==> src/rtl/fltalert_pkg.sv <==
// Shared constants and types for the fault latch and alert controller.
// Assumes six fault bits per channel, with bit 4 reserved for the enable-change flag.
package fltalert_pkg;
    localparam int FAULT_W    = 6;
    localparam int EN_CHG_BIT = 4;
    typedef logic [FAULT_W-1:0] fault_vec_t;
    localparam fault_vec_t EN_CHG_MASK = fault_vec_t'(1) << EN_CHG_BIT;
    localparam fault_vec_t EN_FALL_CLR = ~EN_CHG_MASK;
endpackage

==> src/rtl/fltalert_uv_qual.sv <==
// Undervoltage-reset qualifier. It counts consecutive cycles with uv_in high
// and flags a clear once the count reaches QUAL_CYC. The count restarts
// whenever uv_in is low. Assumes QUAL_CYC >= 1.
module fltalert_uv_qual #(
    parameter int QUAL_CYC = 200,
    localparam int CW = $clog2(QUAL_CYC + 1)
) (
    input  logic clk,
    input  logic rst_n,
    input  logic uv_in,
    output logic uv_clr
);
    logic [CW-1:0] cnt;

    // Count high cycles, saturating at QUAL_CYC, and restart when the input drops.
    always_ff @(posedge clk) begin
        if (!rst_n)                   cnt <= '0;
        else if (!uv_in)              cnt <= '0;
        else if (cnt != CW'(QUAL_CYC)) cnt <= cnt + 1'b1;
    end

    assign uv_clr = uv_in && (cnt == CW'(QUAL_CYC));

    assert_uv_needs_history_R9: assert property (@(posedge clk) disable iff (!rst_n)
        uv_clr |-> $past(uv_in));
    assert_uv_restart_R9: assert property (@(posedge clk) disable iff (!rst_n)
        !uv_in |=> !uv_clr);
endmodule

==> src/rtl/fltalert_chan.sv <==
// One channel: sticky fault register, alert mask register and all clear sources.
// Assumes sw_on and en_pin are synchronous levels and fault_evt bits are strobes.
// A set always wins over a clear, and a live status bit blocks every clear.
module fltalert_chan
    import fltalert_pkg::*;
#(
    parameter int UV_QUAL_CYC = 200
) (
    input  logic       clk,
    input  logic       rst_n,
    input  logic       host_wr,
    input  logic       mask_wr,
    input  fault_vec_t host_data,
    input  logic       sw_on,
    input  logic       uv_rst,
    input  logic       uvlo,
    input  logic       en_pin,
    input  fault_vec_t evt,
    input  fault_vec_t live,
    output fault_vec_t fault_q,
    output fault_vec_t mask_q,
    output fault_vec_t rise
);
    logic       sw_prev, en_prev;
    logic       sw_fall, en_fall, uv_clr, clr_all;
    fault_vec_t set_req, clr_req, clr_eff, fault_nxt;

    fltalert_uv_qual #(.QUAL_CYC(UV_QUAL_CYC)) u_uv (
        .clk    (clk),
        .rst_n  (rst_n),
        .uv_in  (uv_rst),
        .uv_clr (uv_clr)
    );

    // Remember the previous switch and enable levels for edge detection.
    always_ff @(posedge clk) begin
        if (!rst_n) begin
            sw_prev <= 1'b0;
            en_prev <= 1'b0;
        end else begin
            sw_prev <= sw_on;
            en_prev <= en_pin;
        end
    end

    assign sw_fall = sw_prev && !sw_on;
    assign en_fall = en_prev && !en_pin;
    assign clr_all = sw_fall || uv_clr || uvlo;

    // Gather the set and clear requests, then let live status veto clears.
    always_comb begin
        set_req = evt | (en_fall ? EN_CHG_MASK : '0);
        clr_req = (clr_all ? '1 : '0)
                | (host_wr ? ~host_data : '0)
                | (en_fall ? EN_FALL_CLR : '0);
        clr_eff   = clr_req & ~live;
        fault_nxt = (fault_q & ~clr_eff) | set_req;
    end

    assign rise = set_req & ~fault_q;

    // Hold the fault register.
    always_ff @(posedge clk) begin
        if (!rst_n) fault_q <= '0;
        else        fault_q <= fault_nxt;
    end

    // Hold the alert mask register, loaded by host writes.
    always_ff @(posedge clk) begin
        if (!rst_n)       mask_q <= '0;
        else if (mask_wr) mask_q <= host_data;
    end

    assert_live_blocks_clear_R12: assert property (@(posedge clk) disable iff (!rst_n)
        1'b1 |=> (($past(fault_q & live) & ~fault_q) == '0));
    assert_set_wins_R13: assert property (@(posedge clk) disable iff (!rst_n)
        (|evt) |=> ((fault_q & $past(evt)) == $past(evt)));
    assert_en_flag_R11: assert property (@(posedge clk) disable iff (!rst_n)
        en_fall |=> fault_q[EN_CHG_BIT]);
endmodule

==> src/rtl/fltalert_alert.sv <==
// Edge-qualified alert tracker. It keeps one pending bit per fault bit. A
// pending bit is set only when its fault bit newly sets while masked in. The
// release strobes drop every pending bit, and a pending bit also drops once
// its fault bit reads clear. A new rise wins over a release on the same edge.
module fltalert_alert #(
    parameter int NBITS = 12
) (
    input  logic             clk,
    input  logic             rst_n,
    input  logic [NBITS-1:0] rise,
    input  logic [NBITS-1:0] mask,
    input  logic [NBITS-1:0] faults,
    input  logic             ara_served,
    input  logic             dev_addressed,
    output logic             alert_n,
    output logic             alert_pend
);
    logic [NBITS-1:0] pend;
    logic             release_now;
    logic [NBITS-1:0] new_hit;

    assign new_hit     = rise & mask;
    assign release_now = ara_served || (dev_addressed && (|pend));

    // Track which fault bits currently hold the alert.
    always_ff @(posedge clk) begin
        if (!rst_n) pend <= '0;
        else        pend <= ((release_now ? '0 : pend) & faults) | new_hit;
    end

    assign alert_pend = |pend;
    assign alert_n    = ~alert_pend;

    assert_fall_needs_hit_R3: assert property (@(posedge clk) disable iff (!rst_n)
        $fell(alert_n) |-> $past(|new_hit));
    assert_ara_release_R4: assert property (@(posedge clk) disable iff (!rst_n)
        (ara_served && !(|new_hit)) |=> alert_n);
    assert_addr_release_R5: assert property (@(posedge clk) disable iff (!rst_n)
        (dev_addressed && !(|new_hit)) |=> alert_n);
endmodule

==> src/rtl/fault_alert_ctrl.sv <==
// Top level: per-channel fault latches plus one shared alert line.
// Host writes are decoded by reg_addr: bit 0 selects fault (0) or mask (1),
// the upper bits select the channel. Assumes all inputs are synchronous to clk.
module fault_alert_ctrl
    import fltalert_pkg::*;
#(
    parameter int NUM_CH      = 2,
    parameter int UV_QUAL_CYC = 200,
    localparam int CH_AW  = (NUM_CH > 1) ? $clog2(NUM_CH) : 1,
    localparam int ADDR_W = CH_AW + 1,
    localparam int VW     = NUM_CH * FAULT_W
) (
    input  logic              clk,
    input  logic              rst_n,
    input  logic              reg_wr,
    input  logic [ADDR_W-1:0] reg_addr,
    input  logic [FAULT_W-1:0] reg_wdata,
    input  logic [NUM_CH-1:0] sw_on,
    input  logic [NUM_CH-1:0] uv_rst,
    input  logic              uvlo,
    input  logic [NUM_CH-1:0] en_pin,
    input  logic [VW-1:0]     fault_evt,
    input  logic [VW-1:0]     live_stat,
    input  logic              ara_served,
    input  logic              dev_addressed,
    output logic [VW-1:0]     fault_q,
    output logic [VW-1:0]     mask_q,
    output logic              alert_n,
    output logic              alert_pend
);
    logic [VW-1:0] rise_all;

    for (genvar c = 0; c < NUM_CH; c++) begin : g_ch
        logic ch_hit, wr_fault, wr_mask;
        fault_vec_t ch_fault, ch_mask, ch_rise;

        assign ch_hit   = reg_wr && (reg_addr[ADDR_W-1:1] == CH_AW'(c));
        assign wr_fault = ch_hit && !reg_addr[0];
        assign wr_mask  = ch_hit &&  reg_addr[0];

        fltalert_chan #(.UV_QUAL_CYC(UV_QUAL_CYC)) u_chan (
            .clk       (clk),
            .rst_n     (rst_n),
            .host_wr   (wr_fault),
            .mask_wr   (wr_mask),
            .host_data (reg_wdata),
            .sw_on     (sw_on[c]),
            .uv_rst    (uv_rst[c]),
            .uvlo      (uvlo),
            .en_pin    (en_pin[c]),
            .evt       (fault_evt[c*FAULT_W +: FAULT_W]),
            .live      (live_stat[c*FAULT_W +: FAULT_W]),
            .fault_q   (ch_fault),
            .mask_q    (ch_mask),
            .rise      (ch_rise)
        );

        assign fault_q [c*FAULT_W +: FAULT_W] = ch_fault;
        assign mask_q  [c*FAULT_W +: FAULT_W] = ch_mask;
        assign rise_all[c*FAULT_W +: FAULT_W] = ch_rise;
    end

    fltalert_alert #(.NBITS(VW)) u_alert (
        .clk           (clk),
        .rst_n         (rst_n),
        .rise          (rise_all),
        .mask          (mask_q),
        .faults        (fault_q),
        .ara_served    (ara_served),
        .dev_addressed (dev_addressed),
        .alert_n       (alert_n),
        .alert_pend    (alert_pend)
    );

    assert_lockout_clears_R10: assert property (@(posedge clk) disable iff (!rst_n)
        (uvlo && !(|fault_evt) && !(|live_stat)) |=> (fault_q == '0));
endmodule

==> config.mk <==
export PLATFORM = sky130hd
export DESIGN_NAME = fault_alert_ctrl
export DESIGN_NICKNAME = d
export VERILOG_FILES = /design/src/rtl/fltalert_pkg.sv /design/src/rtl/fltalert_uv_qual.sv /design/src/rtl/fltalert_chan.sv /design/src/rtl/fltalert_alert.sv /design/src/rtl/fault_alert_ctrl.sv
export SDC_FILE = /design/constraint.sdc
export NUM_CORES = 1
export LEC_CHECK = 0
export ABC_AREA = 1
export ABC_CLOCK_PERIOD_IN_PS = 1430
export BUFFER_PORTS_ARGS = -buffer_cell sky130_fd_sc_hd__buf_4
export CORE_MARGIN = 4
export CORE_UTILIZATION = 47
export CTS_BUF_LIST = sky130_fd_sc_hd__clkbuf_16
export CTS_CLUSTER_SIZE = 20
export DETAILED_ROUTE_END_ITERATION = 16
export PLACE_DENSITY_LB_ADDON = 0.25
export SLEW_MARGIN = 20
export SYNTH_ARGS = -nofsm -noshare
export SYNTH_HDL_FRONTEND = slang
export SYNTH_SLANG_ARGS = --single-unit
==> constraint.sdc <==
create_clock -name clk -period 1.43 [get_ports clk]
set_clock_uncertainty 0.1 [all_clocks]
set_input_delay 0.286 -clock clk [delete_from_list [all_inputs] [get_ports clk]]
set_output_delay 0.286 -clock clk [all_outputs]
set_load 0.005 [all_outputs]
==> Word level (Yosys, flattened, before mapping) <==
Cells that the tools add are included.
{ "totals": {"reg_bits": 56, "elab_cells": 78} }
{ "classes": {"addsub": 2, "n_eq_ne": 4, "mux": 9, "reduce_logical": 26, "bitwise_logic": 26} }
{ "ops": {"columns": ["op", "count"], "rows": [
  ["$or 6x6->6", 8],
  ["$not 6->6", 7],
  ["$and 6x6->6", 6],
  ["$mux 6", 6],
  ["$and 12x12->12", 2],
  ["$add 8x1->8 const B", 2],
  ["$eq 8x8->1 const B", 2],
  ["$ne 8x8->1 const B", 2],
  ["$logic_and 1x1->1", 13],
  ["$mux 12", 1],
  ["$or 12x12->12", 1],
  ["$reduce_or 12->1", 1],
  ["$mux 5", 2],
  ["$logic_not 1->1", 5],
  ["$logic_or 1x1->1", 5],
  ["$reduce_and 2->1", 2],
  ["$not 1->1", 2]
]} }

==> Depth between registers and ports, before layout <==
{ "depth": {"ltp_word": 11, "depth_mapped": 9, "mapped_depth_nobuf": 9} }

==> Cells and area by module <==
From an unflattened synthesis, not the netlist that was laid out.
{ "hier_totals": {"cells_unflattened": 408, "area_unflattened_um2": 2787.7} }
{ "by_module_without_submodules": {"columns": ["mod", "cells_each", "instances", "seq_area_each_um2", "area_each_um2"], "rows": [
  ["fltalert_chan", 91, 2, 280.3, 611.8],
  ["fltalert_uv_qual", 64, 2, 160.2, 420.4],
  ["fltalert_alert", 90, 1, 240.2, 693.2],
  ["fault_alert_ctrl", 8, 1, 0.0, 30.0]
]} }

==> Least setup slack after synthesis <==
OpenSTA, ideal clock, no wires.
{ "synth_timing": {"path_type": "register -> register", "startpoint": "register g_ch[0].u_chan.u_uv.cnt[0]", "endpoint": "register g_ch[0].u_chan.fault_q[0]", "path_stages_with_launch": 10, "n_path_buf": 0, "period_less_slack_ns": 1.378, "path_slack_ns": 0.052, "setup_time_ns": 0.132, "arrival_time_ns": 1.146, "path_cell_list": "dfxtp_1 -> inv_1 -> ha_1 -> nand2_1 -> nor2_1 -> nand3_1 -> nand3_1 -> nand2_1 -> nand2_1 -> a21oi_1"} }
{ "synth_between": {"elab_chain_len": 11} }
{ "synth_rtl": {"columns": ["item", "line", "rtl"], "rows": [
  ["start: declaration", "fltalert_uv_qual.sv:13", "logic [CW-1:0] cnt;"],
  ["start signal: assignment", "fltalert_uv_qual.sv:19", "else if (cnt != CW'(QUAL_CYC)) cnt <= cnt + 1'b1;"],
  ["$eq 8x8->1", "fltalert_uv_qual.sv:22", "assign uv_clr = uv_in && (cnt == CW'(QUAL_CYC));"],
  ["$logic_and 1x1->1", "fltalert_uv_qual.sv:22", null],
  ["$logic_or 1x1->1 (2 in a row)", "fltalert_chan.sv:48", "assign clr_all = sw_fall || uv_clr || uvlo;"],
  ["$mux 6", "fltalert_chan.sv:53", "clr_req = (clr_all ? '1 : '0)"],
  ["$or 6x6->6", "fltalert_chan.sv:54", "| (host_wr ? ~host_data : '0)"],
  ["$or 6x6->6", "fltalert_chan.sv:55", "| (en_fall ? EN_FALL_CLR : '0);"],
  ["$and 6x6->6", "fltalert_chan.sv:56", "clr_eff = clr_req & ~live;"],
  ["$not 6->6", "fltalert_chan.sv:57", "fault_nxt = (fault_q & ~clr_eff) | set_req;"],
  ["$and 6x6->6", "fltalert_chan.sv:57", null],
  ["$or 6x6->6", "fltalert_chan.sv:57", null],
  ["end signal: assignment", "fltalert_chan.sv:65", "else fault_q <= fault_nxt;"],
  ["end: declaration", "fltalert_chan.sv:20", "output fault_vec_t fault_q,"]
]} }
Every way passes these cells.
A chain may end at the register's enable or synchronous reset.

==> Worst setup path after layout <==
{ "layout_timing": {"startpoint": "register u_alert.pend[9]", "endpoint": "output port alert_n"} }
{ "layout_between": {"elab_chain_len": 2} }
{ "layout_rtl": {"columns": ["item", "line", "rtl"], "rows": [
  ["start: declaration", "fltalert_alert.sv:18", "logic [NBITS-1:0] pend;"],
  ["start signal: assignment", "fltalert_alert.sv:28", "else pend <= ((release_now ? '0 : pend) & faults) | new_hit;"],
  ["$reduce_or 12->1", "fltalert_alert.sv:31", "assign alert_pend = |pend;"],
  ["$not 1->1", "fltalert_alert.sv:32", "assign alert_n = ~alert_pend;"],
  ["end: declaration", "fault_alert_ctrl.sv:28", "output logic alert_n,"]
]} }
Every way passes these cells.

==> impl_metrics.csv <==
group,metric,value,unit
clock_tree,insertion_delay,0.29,ns
clock_tree,clock_path_buffers,2,
yosys,synth-seq-cells,56,
sta,setup_viol,22,
yosys,syn_area,2572,µm²
yosys,synthMuxAreaShare,0,
cells_and_area,diodes,0,
hold_path,worstHoldPathCells,3,
yosys,synthAdderAreaFrac,0.01946,
sta,timing.fmax,632.3,MHz
cells_and_area,drive_gt1_frac,0.3924,
clock_tree,cts.reportedPaths.clkPinSlew,0.07,ns
cells_and_area,seq_area,1136,µm²
cells_and_area,finalNetCount,522,
sta,fin_ws,-0.1514,ns
die,die_area,6721,µm²
power,p_per_area,886.1,nW/µm²
yosys,netlist_instances,374,
yosys,synthSimpleGateAreaFrac,0.2505,
sta,min_period,1.581,ns
yosys,synth_xor_area_frac,0.01021,
yosys,synth-edff-count,0,
critical_path,start_kind,"flop",
yosys,syn-num-nets,422,
critical_path,worstPathArrival,1.20,ns
die,num_rows,26,
critical_path,r2r-end,"u_alert.pend[4]",
routing,post_drt_wl_per_cell,14.17,µm
grt,grt_pass1_wl,10940,µm
sta,hold_viol,0,
flow_run,drv_cap,0,
sta,slew-limit-headroom,0.5769,
routing,via_per_inst,5.096,
place,preCtsSetupSlack,-0.09904,ns
clock_tree,ctsHtreeMaxLevel,2,
clock_tree,cts-hold-fix-buffers,0,
cells_and_area,area_growth,53.11,%
critical_path,r2r_slack,-0.10,ns
critical_path,startpoint,"u_alert.pend[9]",
critical_path,reg2reg_depth,8,
die,io_pins,70,
routing,ant_nets,0,
sta,rsz0062_at_grt,"yes",
clock_tree,cts_root_buf,"clkbuf_16",
critical_path,rr_startpoint,"u_alert.pend[9]",
routing,dr.pass1.iters,4,
hold_path,hold_class,"in -> reg",
yosys,ys_top_cells_by_count,"inv_1 (74), nand2_1 (64), dfxtp_1 (56)",
yosys,syn_avg_cell_area,6.878,µm²
place,placement.cell_area,3293,µm²
clock_tree,cts_tree,"done",
yosys,yosysUniqueCellTypes,25,
sta,slew_viol_final,0,
critical_path,crit_path_end_kind,"output pin",
cells_and_area,fillers,379,
die,initial_core_util,0.4942,
cells_and_area,multiInputGateArea,1536,µm²
yosys,ys.flop_type,"dfxtp_1",
cells_and_area,utilization,0.7567,
grt,grt_overflow,0,
yosys,synth_area_leader_cell,"dfxtp_1",
cells_and_area,design_area,3939,µm²
routing,routed_wl,7708,µm
sta,worst_pin_slew,0.6339,ns
power,total_power,3.490,mW
place,place_congestion,0.8036,
clock_tree,numCtsBuffers,5,
critical_path,critPathMaxFanout,3,
die,dieWidth,81.98,µm
die,die_h,81.98,µm
critical_path,criticalPathCategory,"reg -> out",
yosys,synth_top_area_share,0.4358,
yosys,yosysWarnings,0,
die,fp.coreArea,5205,µm²
critical_path,crit_required,1.04,ns
cells_and_area,instances_no_fill,544,
outcome,violations,"setup timing",
hold_path,min_to,"g_ch[1].u_chan.en_prev",
grt,grt_pass1_vias,2358,
yosys,synth_compound_area_frac,0.1595,
yosys,synth_top_family_by_area,"simple AND/OR/NAND/NOR gates",
power,ir_drop,0.5509,mV
routing,initialDrtViolationCount,152,
place,io_buffers,69,
place,placed_cells,526,
power,power.leakage,1.846,nW
hold_path,hp-start,"en_pin[1]",
outcome,outcome,"complete, but fails checks",
clock_tree,cts.sinks,56,
sta,hold_slack,0.07977,ns
grt,grt_max_degree,17,
grt,track_usage,0.2078,
yosys,synthMostInstantiatedCell,"inv_1",
place,hpwlAfterDp,4896,µm
sta,fin_crit_sh,1.106,
routing,drcViolationCount,0,
yosys,yosysSeqAreaShare,0.4358,
sta,tns,-1.351,ns
yosys,synthTopCellsByArea,"dfxtp_1 (44%), inv_1 (11%), a21oi_1 (10%)",
routing,vias,2772,
yosys,synthArstFlopShare,0,
grt,antenna_found_initial,0,
cell families after synthesis:
group | Yosys count
AOI/OAI and AO/OA | 82
adders and majority gates | 4
xor gates and xnor gates | 3
and+or+nand+nor | 147
DFF | 56
buffers and inverters | 82
cell type report:
| type | instances | area share |
|---|---|---|
| clock buffers | 5 | 0.03177 |
| repair buffers | 100 | 0.1944 |
| inverters | 74 | 0.07116 |
| multi-input cells | 237 | 0.3901 |
| flip-flops and latches | 56 | 0.2884 |
| well taps | 70 | 0.02224 |
| clock inverters | 2 | 0.001906 |
state kept, by name, summed over array words and instances (netlist names):
register              count
g_ch.u_chan.en_prev       2
g_ch.u_chan.fault_q      12
g_ch.u_chan.mask_q       12
g_ch.u_chan.sw_prev       2
g_ch.u_chan.u_uv.cnt     16
u_alert.pend             12
cell usage in the layout, fill, tap and decap left out, drive strengths merged, types with 5 or more instances in the layout:
cell	Yosys	final
o21ai	29	29
nand3	35	35
a21oi	53	53
nor2	33	33
buf	2	100
dfxtp	56	56
inv	74	74
nand2	65	66
clkbuf	6	5
critical path: stages (launching register included):
cell and delay (ns):
dfxtp_1 0.33, nor2_2 0.14, and3_2 0.18, nand2_1 0.09
inv_1 0.07, buf_4 0.10
how the worst max path moves through the flow:
| stage | to | cells after the start |
|---|---|---|
| floorplan | g_ch[0].u_chan.fault_q[0] | 9 |
| global placement | g_ch[1].u_chan.fault_q[1] | 9 |
| detailed placement | g_ch[1].u_chan.fault_q[2] | 9 |
| CTS | alert_n | 6 |
| global route | alert_n | 6 |
| finish | alert_n | 5 |
report_power, final:
group / switching, mW / internal, mW
combinational: 0.314 / 0.311
sequential: 0.0707 / 1.63
clock: 0.532 / 0.629
timing repair:
action / 4_1_cts / 5_1_grt
pin swaps: 10 / 43
setup endpoints to repair: 17 / 34
gates cloned: 0 / 1
gates resized for setup: 20 / 86
buffers inserted: 3 / 7
per-layer routing:
metal  GRT usage  up-vias  part of all wire
met3     0.03289       23             0.076
li1            -     1385                 -
met4     0.06478        0             0.030
met1      0.2679     1251              0.38
met2      0.3546      113              0.51
met5           0        -                 0
No activity file was read; power rests on OpenSTA's default activity.
